File: src/rtl/cla_pkg.sv
package cla_pkg;
    localparam int MAX_SPAN = 32;

    // Carry leaving position top_idx of a span, as a flat sum of products.
    function automatic logic lookahead_carry(input logic [MAX_SPAN-1:0] p,
                                             input logic [MAX_SPAN-1:0] g,
                                             input logic cin,
                                             input int top_idx);
        logic acc;
        logic chain;
        acc = 1'b0;
        for (int j = 0; j < MAX_SPAN; j++) begin
            if (j <= top_idx) begin
                chain = g[j];
                for (int m = 0; m < MAX_SPAN; m++) begin
                    if (m > j && m <= top_idx) chain = chain & p[m];
                end
                acc = acc | chain;
            end
        end
        chain = cin;
        for (int m = 0; m < MAX_SPAN; m++) begin
            if (m <= top_idx) chain = chain & p[m];
        end
        acc = acc | chain;
        return acc;
    endfunction
endpackage

File: src/rtl/cla_pg_stage.sv
module cla_pg_stage #(
    parameter int WIDTH = 32
) (
    input  logic [WIDTH-1:0] a_i,
    input  logic [WIDTH-1:0] b_i,
    output logic [WIDTH-1:0] prop_o,
    output logic [WIDTH-1:0] gen_o
);
    always_comb begin
        prop_o = a_i ^ b_i;
        gen_o  = a_i & b_i;
    end
endmodule

File: src/rtl/cla_block_unit.sv
module cla_block_unit
    import cla_pkg::*;
#(
    parameter int GRP = 4
) (
    input  logic [GRP-1:0] prop_i,
    input  logic [GRP-1:0] gen_i,
    input  logic           cin_i,
    output logic           grp_p_o,
    output logic           grp_g_o,
    output logic [GRP-1:0] bit_c_o
);
    logic [MAX_SPAN-1:0] p_ext;
    logic [MAX_SPAN-1:0] g_ext;

    always_comb begin
        p_ext = '0;
        g_ext = '0;
        p_ext[GRP-1:0] = prop_i;
        g_ext[GRP-1:0] = gen_i;
        grp_p_o = &prop_i;
        grp_g_o = lookahead_carry(p_ext, g_ext, 1'b0, GRP - 1);
        bit_c_o[0] = cin_i;
        for (int i = 1; i < GRP; i++) begin
            bit_c_o[i] = lookahead_carry(p_ext, g_ext, cin_i, i - 1);
        end
    end
endmodule

File: src/rtl/cla_group_unit.sv
module cla_group_unit
    import cla_pkg::*;
#(
    parameter int NGRP = 8
) (
    input  logic [NGRP-1:0] grp_p_i,
    input  logic [NGRP-1:0] grp_g_i,
    input  logic            cin_i,
    output logic [NGRP-1:0] blk_c_o
);
    logic [MAX_SPAN-1:0] p_ext;
    logic [MAX_SPAN-1:0] g_ext;

    always_comb begin
        p_ext = '0;
        g_ext = '0;
        p_ext[NGRP-1:0] = grp_p_i;
        g_ext[NGRP-1:0] = grp_g_i;
        for (int k = 0; k < NGRP; k++) begin
            blk_c_o[k] = lookahead_carry(p_ext, g_ext, cin_i, k);
        end
    end
endmodule

File: src/rtl/cla_sum_stage.sv
module cla_sum_stage #(
    parameter int WIDTH = 32
) (
    input  logic [WIDTH-1:0] prop_i,
    input  logic [WIDTH-1:0] bit_c_i,
    output logic [WIDTH-1:0] sum_o
);
    always_comb begin
        sum_o = prop_i ^ bit_c_i;
    end
endmodule

File: src/rtl/cla32_adder.sv
module cla32_adder #(
    parameter int WIDTH = 32,
    parameter int GRP   = 4
) (
    input  logic [WIDTH-1:0] a_i,
    input  logic [WIDTH-1:0] b_i,
    input  logic             cin_i,
    output logic [WIDTH-1:0] sum_o,
    output logic             cout_o
);
    localparam int NGRP = WIDTH / GRP;

    logic [WIDTH-1:0] prop_d;
    logic [WIDTH-1:0] gen_d;
    logic [WIDTH-1:0] bit_c_d;
    logic [NGRP-1:0]  grp_p;
    logic [NGRP-1:0]  grp_g;
    logic [NGRP-1:0]  blk_c;
    logic [NGRP-1:0]  blk_cin;

    cla_pg_stage #(.WIDTH(WIDTH)) pg_i (
        .a_i    (a_i),
        .b_i    (b_i),
        .prop_o (prop_d),
        .gen_o  (gen_d)
    );

    always_comb begin
        blk_cin = {blk_c[NGRP-2:0], cin_i};
    end

    for (genvar k = 0; k < NGRP; k++) begin : g_blk
        cla_block_unit #(.GRP(GRP)) blk_i (
            .prop_i  (prop_d[k*GRP +: GRP]),
            .gen_i   (gen_d[k*GRP +: GRP]),
            .cin_i   (blk_cin[k]),
            .grp_p_o (grp_p[k]),
            .grp_g_o (grp_g[k]),
            .bit_c_o (bit_c_d[k*GRP +: GRP])
        );
    end

    cla_group_unit #(.NGRP(NGRP)) grp_i (
        .grp_p_i (grp_p),
        .grp_g_i (grp_g),
        .cin_i   (cin_i),
        .blk_c_o (blk_c)
    );

    cla_sum_stage #(.WIDTH(WIDTH)) sum_i (
        .prop_i  (prop_d),
        .bit_c_i (bit_c_d),
        .sum_o   (sum_o)
    );

    always_comb begin
        cout_o = blk_c[NGRP-1];
    end
endmodule

File: config.mk
export PLATFORM = sky130hd
export DESIGN_NAME = cla32_adder
export DESIGN_NICKNAME = d
export VERILOG_FILES = /design/src/rtl/cla_pkg.sv /design/src/rtl/cla_pg_stage.sv /design/src/rtl/cla_block_unit.sv /design/src/rtl/cla_group_unit.sv /design/src/rtl/cla_sum_stage.sv /design/src/rtl/cla32_adder.sv
export SDC_FILE = /design/constraint.sdc
export NUM_CORES = 1
export LEC_CHECK = 0
export BUFFER_PORTS_ARGS = -buffer_cell sky130_fd_sc_hd__buf_2
export CAP_MARGIN = 20
export CORE_ASPECT_RATIO = 1.5
export CORE_MARGIN = 5
export CORE_UTILIZATION = 44
export DETAILED_ROUTE_END_ITERATION = 10
export PLACE_DENSITY = 0.91
export SYNTH_ARGS = -nofsm -noshare
export SYNTH_HDL_FRONTEND = slang
export SYNTH_SLANG_ARGS = --single-unit
File: constraint.sdc
create_clock -name vclk -period 2.7
set_clock_uncertainty 0.15 [all_clocks]
set_input_delay 0.135 -clock vclk [all_inputs]
set_output_delay 0.135 -clock vclk [all_outputs]
set_load 0.02 [all_outputs]
==> results.sh <==
export IMPL_nClkBuffers=0
export IMPL_irDropWorstVdd_mv=0.192
export IMPL_drtIter0Drc=39
export IMPL_hold_worst_slack_ns=0.530
export IMPL_num_antenna_cells=0
export IMPL_portBuffers=98
export IMPL_cpPeakStageDelay_ns=0.30
export IMPL_areaGrowthSynthToFinish_pct=65.0
export IMPL_synth_cells=173
export IMPL_dpl_hpwl_um=4000
export IMPL_final_cells=327
export IMPL_ant_nets=0
export IMPL_dieArea_um2=4520
export IMPL_hold_path_depth=3
export IMPL_yosysTopAreaCell="ha_1"
export IMPL_crit_path_end_kind="primary output"
export IMPL_tightest_slew_ns=0.292
export IMPL_cp_required_ns=2.41
export IMPL_fmax_mhz=369
export IMPL_drc=0
export IMPL_period_minus_slack_ns=2.71
export IMPL_grt_ovfl_total=0
export IMPL_dpl_cell_area_um2=2070
export IMPL_maxSlewHeadroom_pct=80.4
export IMPL_n_sequential_cell=0
export IMPL_power_total_w=0.000722
export IMPL_synth_compound_area_share_pct=23.5
export IMPL_synth_top_family_by_area="adder cells"
export IMPL_finalInstanceArea_um2=2360
export IMPL_yosysTopAreaCellShare_pct=34.9
export IMPL_grt_pass1_wl_um=7530
export IMPL_min_from="b_i[28]"
export IMPL_use_met3_pct=6.15
export IMPL_crit_type="in2out"
export IMPL_synth_simple_gate_area_share_pct=18.8
export IMPL_ff_latch_area_um2=0
export IMPL_worst_ep_arrival_time_ns=2.43
export IMPL_use_met1_pct=17.6
export IMPL_layout_nets=402
export IMPL_avgViaCountPerCell=5.35
export IMPL_syn_num_nets=286
export IMPL_synth_most_common_cell="ha_1"
export IMPL_antenna_found_initial=0
export IMPL_drv_slew=0
export IMPL_synth_area_top_cells="ha_1, fa_1, o21a_1"
export IMPL_drive_above_1_share_pct=53.3
export IMPL_mappedNetlistArea_um2=1430
export IMPL_routedWlPerCell_um=15.4
export IMPL_layout_setup_ws_ns=-0.0130
export IMPL_synth_common_cells="ha_1, nor2_1, o21a_1"
export IMPL_cts_hold_buffers=0
export IMPL_ys_types=33
export IMPL_ys_seq_area_share_pct=0
export IMPL_io_pins=98
export IMPL_critPathLaunch="a_i[2]"
export IMPL_wl_um=5030
export IMPL_violations="setup timing"
export IMPL_rows=25
export IMPL_dp_cells=324
export IMPL_final_hold_viol_count=0
export IMPL_rsz0062_at_grt="yes"
export IMPL_gp_congestion=0.813
export IMPL_top_usage_layer="met2"
export IMPL_vias=1750
export IMPL_drt_pass1_iter_count=4
export IMPL_status="complete, but fails checks"
export IMPL_ys_warnings_count=0
export IMPL_initial_core_util_pct=45.3
export IMPL_grt_total_usage_pct=19.8
export IMPL_die_width_um=56.6
export IMPL_crit_fanout=3
export IMPL_path_cells="buf_6 > ha_4 > a21oi_2 > nor2b_2 > o31ai_2 > nand3_4 > a21o_1 > a21o_1 > ha_2 > o21a_1 > o21a_1 > nor2_1 > xnor2_1 > buf_4"
export IMPL_core_area_um2=3160
export IMPL_grt_max_degree=5
export IMPL_start_kind="primary input"
export IMPL_grt_pass1_vias=1847
export IMPL_grtUsageMet2_pct=42.2
export IMPL_min_to="sum_o[28]"
export IMPL_muxShareOfSynthArea_pct=0
export IMPL_critPathSlowestCell="o31ai_2"
export IMPL_synth_adder_area_share_pct=46.1
export IMPL_setup_viol=1
export IMPL_cap_viol_max_count=0
export IMPL_synth_xor_area_share_pct=9.78
export IMPL_hold_class="in2out"
export IMPL_timing_final_crit_share_pct=100
export IMPL_syn_area_per_cell_um2=8.28
export IMPL_fp_dieH_um=79.9
export IMPL_power_leakage_nw=1.16
export IMPL_p_per_area_nw_per_um2=306
==> power by group <==
part	total (W)	internal (W)	switching, W
Sequential	0	0	0
Combinational	0.000722	0.000318	0.000404
Clock	0	0	0
==> area by class of cell <==
class | count | area, µm²
multi-input combinational | 166 | 1640
inverter | 7 | 26.3
tap | 40 | 50.0
fill | 223 | 796
timing repair buffer | 114 | 651
==> cells in the final DEF, fill, tap and decap left out, types with 2 or more instances in the layout <==
| master | instances |
|---|---|
| nor3_2 | 2 |
| nor2_1 | 19 |
| fa_1 | 8 |
| ha_2 | 3 |
| o21ai_1 | 3 |
| ha_4 | 11 |
| nor2_2 | 2 |
| o21a_1 | 16 |
| a21o_1 | 4 |
| nand2_1 | 9 |
| buf_6 | 4 |
| nand4_1 | 5 |
| o21ai_2 | 2 |
| buf_2 | 88 |
| inv_1 | 7 |
| a21oi_2 | 8 |
| buf_4 | 22 |
| ha_1 | 26 |
| xnor2_1 | 9 |
| nor3_1 | 9 |
| xor2_1 | 7 |
| a21oi_1 | 3 |
==> cell families after synthesis <==
logic type	after synthesis
compound gates	46
simple gates	56
fa+ha+maj	48
buf+inv	7
xor+xnor	16
==> metal layers <==
metal	part of all wire [%]	up-vias
li1	-	861
met1	34	810
met2	56	71
met3	9.1	8
met4	1.4	0
met5	0	-
==> critical path, delay by kind of cell <==
family,cells,cell delay [ns]
AO/OA/AOI/OAI,6,1.19
XOR/XNOR,1,0.12
adder cells (fa/ha/maj),2,0.40
buffers and inverters,2,0.26
AND/OR/NAND/NOR,3,0.31
==> worst max-delay path by stage <==
stage | cells after the start | endpoint
6_report | 14 | sum_o[23]
3_5_place_dp | 14 | sum_o[27]
5_1_grt | 14 | sum_o[23]
4_1_cts | 14 | sum_o[23]
2_1_floorplan | 12 | sum_o[27]
3_3_place_gp | 14 | sum_o[31]
==> metrics by stage <==
step | utilization, % | setup TNS, ns | setup slack, ns
3_3_place_gp | 65.5 | -0.219 | -0.0766
2_1_floorplan | - | 0 | 0.0993
3_5_place_dp | 65.5 | -0.455 | -0.137
4_1_cts | 71.0 | -0.0431 | -0.0289
5_1_grt | 74.8 | -0.719 | -0.155
6_report | 74.8 | -0.0130 | -0.0130
==> timing repair <==
item,4_1_cts,5_1_grt
resized for setup,21,24
endpoints found under the setup margin,6,8
setup buffers,2,1
pin swaps,17,12
cloned,0,0
Note: power is estimated with default switching activity, not from simulation.
